**src/rtl/dca_pkg.sv**
```systemverilog
package dca_pkg;

  typedef enum logic [1:0] {
    ST_IDLE  = 2'd0,
    ST_ISSUE = 2'd1,
    ST_OWN   = 2'd2,
    ST_GAP   = 2'd3
  } dca_state_e;

  localparam int unsigned DCA_MAX_DEV = 16;

  // Keep only the least significant set bit of a request word.
  function automatic logic [DCA_MAX_DEV-1:0] keep_lowest(
    input logic [DCA_MAX_DEV-1:0] v
  );
    return v & (~v + {{(DCA_MAX_DEV-1){1'b0}}, 1'b1});
  endfunction

  // True when the state holds the bus for a master or its trailing gap.
  function automatic logic occupies_bus(input dca_state_e s);
    return (s == ST_OWN) || (s == ST_GAP);
  endfunction

endpackage

```
**src/rtl/dca_stage.sv**
```systemverilog
module dca_stage (
  input  logic grant_in,
  input  logic want,
  output logic take,
  output logic grant_out
);
  // A requesting stage absorbs the grant, otherwise it is forwarded.
  assign take      = grant_in & want;
  assign grant_out = grant_in & ~want;
endmodule

```
**src/rtl/dca_chain.sv**
```systemverilog
module dca_chain #(
  parameter int unsigned NDEV = 4
) (
  input  logic            head,
  input  logic [NDEV-1:0] want,
  output logic [NDEV-1:0] take,
  output logic            tail
);
  logic [NDEV:0] link;

  assign link[0] = head;

  for (genvar i = 0; i < NDEV; i++) begin : g_stage
    dca_stage u_stage (
      .grant_in  (link[i]),
      .want      (want[i]),
      .take      (take[i]),
      .grant_out (link[i+1])
    );
  end

  assign tail = link[NDEV];
endmodule

```
**src/rtl/dca_ctrl.sv**
```systemverilog
module dca_ctrl
  import dca_pkg::*;
(
  input  logic clk,
  input  logic rst_n,
  input  logic any_req,
  input  logic took,
  input  logic rel_hit,
  output logic head,
  output logic busy,
  output logic evt_drop,
  output logic evt_release
);
  dca_state_e state, nxt;

  always_ff @(posedge clk or negedge rst_n) begin
    if (!rst_n) state <= ST_IDLE;
    else        state <= nxt;
  end

  always_comb begin
    nxt = state;
    unique case (state)
      ST_IDLE:  if (any_req) nxt = ST_ISSUE;
      ST_ISSUE: nxt = took ? ST_OWN : ST_IDLE;
      ST_OWN:   if (rel_hit) nxt = ST_GAP;
      ST_GAP:   nxt = ST_IDLE;
      default:  nxt = ST_IDLE;
    endcase
  end

  assign head        = (state == ST_ISSUE);
  assign busy        = occupies_bus(state);
  assign evt_drop    = head & ~took;
  assign evt_release = (state == ST_OWN) & rel_hit;
endmodule

```
**src/rtl/dca_owner.sv**
```systemverilog
module dca_owner #(
  parameter int unsigned NDEV = 4
) (
  input  logic            clk,
  input  logic            rst_n,
  input  logic            load,
  input  logic [NDEV-1:0] take,
  input  logic            clear,
  output logic [NDEV-1:0] owner
);
  always_ff @(posedge clk or negedge rst_n) begin
    if (!rst_n)     owner <= '0;
    else if (load)  owner <= take;
    else if (clear) owner <= '0;
  end
endmodule

```
**src/rtl/chain_grant_arbiter.sv**
```systemverilog
module chain_grant_arbiter #(
  parameter int unsigned NDEV = 4
) (
  input  logic            clk,
  input  logic            rst_n,
  input  logic [NDEV-1:0] req_i,
  input  logic [NDEV-1:0] rel_i,
  output logic [NDEV-1:0] gnt_o,
  output logic            busy_o
);
  logic            any_req;
  logic            head;
  logic [NDEV-1:0] take;
  logic            tail;
  logic            took;
  logic            rel_hit;
  logic            evt_issue;
  logic            evt_drop;
  logic            evt_release;
  logic [NDEV-1:0] owner;

  // Shared request line: OR of every master's request.
  assign any_req = |req_i;
  // Only the current owner's release pulse counts.
  assign rel_hit = |(rel_i & owner);
  assign took    = |take;

  dca_chain #(.NDEV(NDEV)) u_chain (
    .head (head),
    .want (req_i),
    .take (take),
    .tail (tail)
  );

  dca_ctrl u_ctrl (
    .clk         (clk),
    .rst_n       (rst_n),
    .any_req     (any_req),
    .took        (took),
    .rel_hit     (rel_hit),
    .head        (head),
    .busy        (busy_o),
    .evt_drop    (evt_drop),
    .evt_release (evt_release)
  );

  assign evt_issue = head & took;

  dca_owner #(.NDEV(NDEV)) u_owner (
    .clk   (clk),
    .rst_n (rst_n),
    .load  (evt_issue),
    .take  (take),
    .clear (evt_release),
    .owner (owner)
  );

  assign gnt_o = owner;
endmodule

```
**config.mk**
```make
export PLATFORM = sky130hd
export DESIGN_NAME = chain_grant_arbiter
export DESIGN_NICKNAME = d
export VERILOG_FILES = /design/src/rtl/dca_pkg.sv /design/src/rtl/dca_stage.sv /design/src/rtl/dca_chain.sv /design/src/rtl/dca_ctrl.sv /design/src/rtl/dca_owner.sv /design/src/rtl/chain_grant_arbiter.sv
export SDC_FILE = /design/constraint.sdc
export NUM_CORES = 1
export LEC_CHECK = 0
export ABC_AREA = 1
export BUFFER_PORTS_ARGS = -buffer_cell sky130_fd_sc_hd__buf_4
export CORE_AREA = 8 8 45 47
export CTS_CLUSTER_DIAMETER = 120
export DETAILED_ROUTE_END_ITERATION = 16
export DIE_AREA = 0 0 53 55
export PLACE_DENSITY = 0.51
export SLEW_MARGIN = 30
export SYNTH_ARGS = -nofsm -noshare
export SYNTH_HDL_FRONTEND = slang
export SYNTH_HIERARCHICAL = 1
export SYNTH_SLANG_ARGS = --single-unit
```
**constraint.sdc**
```tcl
create_clock -name clk -period 2 [get_ports clk]
set_input_delay 0.2 -clock clk [delete_from_list [all_inputs] [get_ports clk]]
set_output_delay 0.2 -clock clk [all_outputs]
set_load 0.01 [all_outputs]
```
==> metrics.md, run 1 <==
| Metric | Value |
|---|---|
| R2R depth | `15` |
| Hold path endpoint | `u_ctrl/state[0]` |
| Dpl hpwl | `744 um` |
| Hold WC Path Type | `in -> reg` |
| RR Endpoint | `u_owner/owner[2]` |
| WL met2 | `373 um` |
| P_leak | `0.348 nW` |
| Fillers | `155` |
| Multi-input combinational cell area | `180 um^2` |
| ANT cells | `0` |
| Period utilization | `86.1%` |
| Most frequent cells in the layout | `29 x nand2_1, 16 x buf_4, 13 x inv_1` |
| Max-Cap Viols | `0` |
| Core Footprint | `1380 um^2` |
| Number of H-tree levels | `1` |
| Vias | `396` |
| Starting density of the core | `27.4%` |
| Slew headroom | `86.6%` |
| Final Hold Vio Count | `0` |
| Max incr delay on CP | `0.36 ns` |
| Slew @ Worst Pin | `0.200 ns` |
| Post-Route WL | `879 um` |
| Routed WL per cell | `9.06 um` |
| CTS buffer count | `3` |
| Worst setup path class | `reg -> reg` |
| FMAX | `581 MHz` |
| Number of global-route vias before repair | `386` |
| Worst skew pair latency | `0.24 ns` |
| CP dominant cell by count | `inv_1` |
| RSZ-0062 raised after global routing | `no` |
| HP Start | `req_i[0]` |
| P per Cell Area | `1020 nW/um^2` |
| Crit-path cells | `inv_1 -> nor2_1 -> inv_1 -> nor2_2 -> inv_1 -> nor2_2 -> inv_1 -> nor2_2 -> nand2_1 -> inv_1 -> nor2_1 -> a21oi_2 -> buf_4 -> nand2_1 -> nand2_1` |
| Total I/O pin count | `15` |
| PortBufs | `14` |
| TritonRoute pass-1 iters | `4` |
| Mapped Cells | `62` |
| DR top layer | `met4` |
| Reg area | `150 um^2` |
| Synthesized cell area | `379 um^2` |
| Avg Synthesized Cell Area | `6.11 um^2` |
| Root buffer cell | `clkbuf_4` |
| Crit end category | `flop` |
| R2r setup slk | `0.28 ns` |
| Worst r2r src | `u_ctrl/state[0]` |
| Max FO, Critical Path | `3` |
| Critical path arrival | `1.90 ns` |
| CTS Buffer Depth | `2` |
| Layout area overhead | `45.5%` |
| Most common cell after layout, fill and taps aside | `nand2_1` |
| Met3 Wirelength | `106 um` |
| Share of cells above drive strength 1 | `30.9%` |
| GP Congestion | `0.722` |
| Post-synthesis net count | `72` |
| Final Util | `39.9%` |
| Drt initial violations | `5` |
| Hold_ws | `0.262 ns` |
| Clock Skew | `0.00500 ns` |
| Maximum VDD drop | `0.301 mV` |
| Worst-path clk slew | `0.05 ns` |
| Initial antenna violation count | `0` |
| Final setup viols | `0` |
| Total negative slack | `0 ns` |
| All-layer global routing usage | `6.97%` |
| Postcts setup bufs | `0` |
| Routed metal-1 wire length | `379 um` |
| Top delay family on crit path | `simple AND/OR/NAND/NOR gates` |
| Minimum clock period | `1.72 ns` |
| Nets | `93` |
| Die Height | `55 um` |
| Final Slew Violations | `0` |
| Synth warnings | `6` |
| Cell depth of the worst hold path | `5` |
| First-pass GRT wire length | `1480 um` |
| Antenna Nets Post-Route | `0` |
| # rows | `14` |
| Drt drc | `0` |
| Largest net degree at the start of global routing | `7` |
| Status | `complete, no violations` |
| Vias per inst | `4.08` |
| Congestion Overflow GR | `0` |
| Slowest-stage cell, CP | `dfrtp_1` |
| DIE AREA | `2920 um^2` |
| CTS tree | `yes` |
| Die W | `53 um` |
| CP Launch Type | `flop` |
| Crit path buf inv count | `6` |
| Crit path required time | `2.17 ns` |
| Sink Count | `6` |
[metal layers]
| layer | GRT usage (%) | vias to the layer above |
|---|---|---|
| li1 | - | 215 |
| met1 | 7.23 | 161 |
| met2 | 10.5 | 18 |
| met3 | 3.74 | 2 |
| met4 | 5.17 | 0 |
| met5 | 0 | - |
[cell type report]
type | instances | share of cell area (%)
multi-input combinational | 42 | 32.7
sequential | 6 | 27.2
timing repair buffer | 17 | 23.6
inverter | 13 | 8.84
clock buffer | 3 | 4.08
tap | 16 | 3.63
[what timing repair did]
| action | CTS | global route |
|---|---|---|
| hold endpoints to repair | 6 | 0 |
| hold buffers | 1 | 0 |
| endpoints found under the setup margin | 0 | 4 |
| gates resized for setup | 0 | 1 |
[how the worst max path moves through the flow]
stage / slack, ns / cells after the start / start / endpoint
floorplan: 0.30 / 14 / flop / u_owner/owner[0]
global route: 0.03 / 15 / u_ctrl/state[0] / u_owner/owner[1]
finish: 0.28 / 15 / u_ctrl/state[0] / u_owner/owner[2]
detailed placement: 0.21 / 15 / u_ctrl/state[0] / u_owner/owner[2]
CTS: 0.19 / 15 / u_ctrl/state[0] / u_owner/owner[2]
global placement: 0.23 / 15 / u_ctrl/state[0] / u_owner/owner[2]
[stage by stage]
step / cells / setup slack [ns] / power, mW / instance area [um^2]
6_report: 97 / 0.277 / 0.565 / 552
5_1_grt: 97 / 0.0301 / 0.625 / 552
4_1_cts: 97 / 0.192 / 0.569 / 548
3_5_place_dp: 93 / 0.214 / 0.455 / 515
3_3_place_gp: 93 / 0.230 / 0.450 / 515
2_1_floorplan: 62 / 0.301 / 0.348 / 379
[power breakdown]
part / total [mW] / leakage (nW) / switching [mW] / internal [mW]
sequential: 0.188 / 0.0800 / 0.0272 / 0.161
combinational: 0.270 / 0.254 / 0.151 / 0.118
clock: 0.108 / 0.0138 / 0.0399 / 0.0676
total: 0.565 / 0.348 / 0.218 / 0.347
[worst min-delay path, cell delays in order]
cell     delay [ns]
buf_4          0.09
nor2_1         0.03
nand2_1        0.05
nand2_1        0.05
nand2_1        0.04
No activity file was read; power rests on OpenSTA's default activity.
==> inputs of run 2 (changes only) <==
--- a/config.mk
+++ b/config.mk
@@ -11,7 +11,6 @@
 export CTS_CLUSTER_DIAMETER = 120
 export DETAILED_ROUTE_END_ITERATION = 16
 export DIE_AREA = 0 0 53 55
-export PLACE_DENSITY = 0.51
 export SLEW_MARGIN = 30
 export SYNTH_ARGS = -nofsm -noshare
 export SYNTH_HDL_FRONTEND = slang
==> metrics.md, run 2 (synthesized netlist as in run 1, its figures left out) <==
| Metric | Value |
|---|---|
| Status | `complete, no violations` |
| CP Launch Type | `flop` |
| Post-Route WL | `812 um (-7.6%)` |
| Max incr delay on CP | `0.44 ns (+0.08 ns)` |
| CTS buffer count | `3 (unchanged)` |
| Worst skew pair latency | `0.24 ns (about the same)` |
| Crit path required time | `2.13 ns (-0.04 ns)` |
| Final worst slack | `0.259 ns (-0.0184 ns)` |
| Pre-CTS setup slack | `0.139 ns (-0.0754 ns)` |
| Critical path arrival | `1.87 ns (-0.03 ns)` |
| Design area | `539 um^2 (-2.3%)` |
| Vias per inst | `4.01 (-1.8%)` |
| All-layer global routing usage | `5.66% (-1.3 points)` |
| # rows | `14 (unchanged)` |
| P per Cell Area | `1020 nW/um^2 (-0.16%)` |
| Core Footprint | `1380 um^2 (unchanged)` |
| Period utilization | `87.0% (+0.92 points)` |
| Multi-input combinational cell area | `183 um^2 (+1.4%)` |
| Most common cell after layout, fill and taps aside | `nand2_1` |
| RSZ-0062 raised after global routing | `no` |
| PortBufs | `14 (unchanged)` |
| Top delay family on crit path | `simple AND/OR/NAND/NOR gates` |
| WL met2 | `354 um (-5.1%)` |
| Drt initial violations | `3 (-2)` |
| CP dominant cell by count | `nor2_2` |
| Total negative slack | `0 ns (unchanged)` |
| Total I/O pin count | `15 (unchanged)` |
| Slew @ Worst Pin | `0.231 ns (+0.0312 ns)` |
| Share of cells above drive strength 1 | `30.4% (-0.48 points)` |
| Slew headroom | `84.6% (-2.0 points)` |
| Clock Skew | `0.000326 ns (-0.00467 ns)` |
| Worst setup path class | `reg -> reg` |
| First-pass GRT wire length | `1240 um (-16%)` |
| Reg area | `150 um^2 (unchanged)` |
| Number of global-route vias before repair | `364 (-5.7%)` |
| CTS Buffer Depth | `2 (unchanged)` |
| Drt drc | `0 (unchanged)` |
| Max FO, Critical Path | `6 (+3)` |
| Worst-path clk slew | `0.04 ns (about the same)` |
| GP Congestion | `0.783 (+8.5%)` |
| Final Slew Violations | `0 (unchanged)` |
| Minimum clock period | `1.74 ns (+0.0184 ns)` |
| DIE AREA | `2920 um^2 (unchanged)` |
| Placed cell areas | `500 um^2 (-2.9%)` |
| Number of H-tree levels | `1 (unchanged)` |
| P_leak | `0.337 nW (-3.0%)` |
| Die W | `53 um (unchanged)` |
| ANT cells | `0 (unchanged)` |
| Crit end category | `flop` |
| Final setup viols | `0 (unchanged)` |
| Slowest-stage cell, CP | `dfrtp_1` |
| Largest net degree at the start of global routing | `7 (unchanged)` |
| Die Height | `55 um (unchanged)` |
| Met3 Wirelength | `86 um (-19%)` |
| Antenna Nets Post-Route | `0 (unchanged)` |
| Crit-path cells | `nor2_2 -> inv_1 -> nor2_2 -> inv_1 -> nor2_2 -> inv_1 -> nor2_2 -> nand2_1 -> inv_1 -> nor2_1 -> a21oi_2 -> nor2_2 -> nand2_1 -> nand2_1` |
| Congestion Overflow GR | `0 (unchanged)` |
| Root buffer cell | `clkbuf_4` |
| TritonRoute pass-1 iters | `2 (-2)` |
| Max-Cap Viols | `0 (unchanged)` |
| Hold WC Path Type | `in -> reg` |
| Routed WL per cell | `8.55 um (-5.7%)` |
| Initial antenna violation count | `0 (unchanged)` |
| Routed metal-1 wire length | `371 um (-2.1%)` |
| Sink Count | `6 (unchanged)` |
| Postcts setup bufs | `0 (unchanged)` |
| Vias | `381 (-3.8%)` |
| CTS tree | `yes` |
| Layout area overhead | `42.2%` |
| FMAX | `574 MHz (-1.1%)` |
| Final Hold Vio Count | `0 (unchanged)` |
| Most frequent cells in the layout | `29 x nand2_1, 14 x buf_4, 13 x inv_1` |
| Maximum VDD drop | `0.292 mV (-3.2%)` |
| Nets | `91 (-2.2%)` |
| Fillers | `161 (+3.9%)` |
| Crit path buf inv count | `4 (-2)` |
| DR top layer | `met3` |
| Starting density of the core | `27.4% (unchanged)` |
| Dpl hpwl | `661 um (-11%)` |
==> run 2: changes by cell type in the layout (fill, tap and decap cells not counted) <==
cell | before | now
nor2_2 | 4 | 5
nor2_1 | 6 | 5
buf_4 | 16 | 14
==> run 2: report_power, final <==
group / switching (mW) / internal (mW)
clock network: 0.0398 / 0.0676
logic: 0.142 / 0.104
registers: 0.0369 / 0.161
total: 0.219 / 0.333
==> run 2: what timing repair did <==
item,CTS,global route
hold endpoints to repair,6,0
hold buffers,1,0
gates resized for setup,0,2
setup endpoints to repair,0,4
==> run 2: final timing paths <==
check	to	startpoint	slack (ns)	cells past startpoint
min in group asynchronous	u_owner/owner[3]	rst_n	0.32	2
max reg2reg	u_owner/owner[3]	flop	0.26	14
max	u_owner/owner[3]	flop	0.26	14
min	u_ctrl/state[0]	req_i[3]	0.27	5
min reg2reg	u_owner/owner[1]	u_owner/owner[1]	0.50	2
max in group asynchronous	asynchronous set/reset pin	rst_n	1.58	2
==> run 2: routing by layer <==
layer  GRT usage (%)  vias up
met5               0        -
met4            5.17        0
met3            2.14        0
met2            8.79       13
met1            5.86      158
li1                -      210
==> run 2: area by class of cell <==
cell class                 count  share of cell area [%]
multi-input combinational     42                    33.9
sequential                     6                    27.8
timing repair buffer          15                    21.3
inverter                      13                    9.05
clock buffer                   3                    4.18
tap                           16                    3.71
==> run 2: stage by stage <==
stage	util (%)	hold WS [ns]	power [mW]	std cells
4_1_cts	38.5	0.270	0.548	95
3_3_place_gp	36.2	0.00769	0.433	91
2_1_floorplan	-	-0.0956	0.348	62
5_1_grt	39.0	0.296	0.607	95
3_5_place_dp	36.2	0.00764	0.434	91
6_report	39.0	0.273	0.552	95
==> run 2: tightest hold or removal path, delay by kind of cell <==
| kind | cells | cell delay (ns) |
|---|---|---|
| buffers and inverters | 1 | 0.08 |
| and+or+nand+nor | 4 | 0.20 |
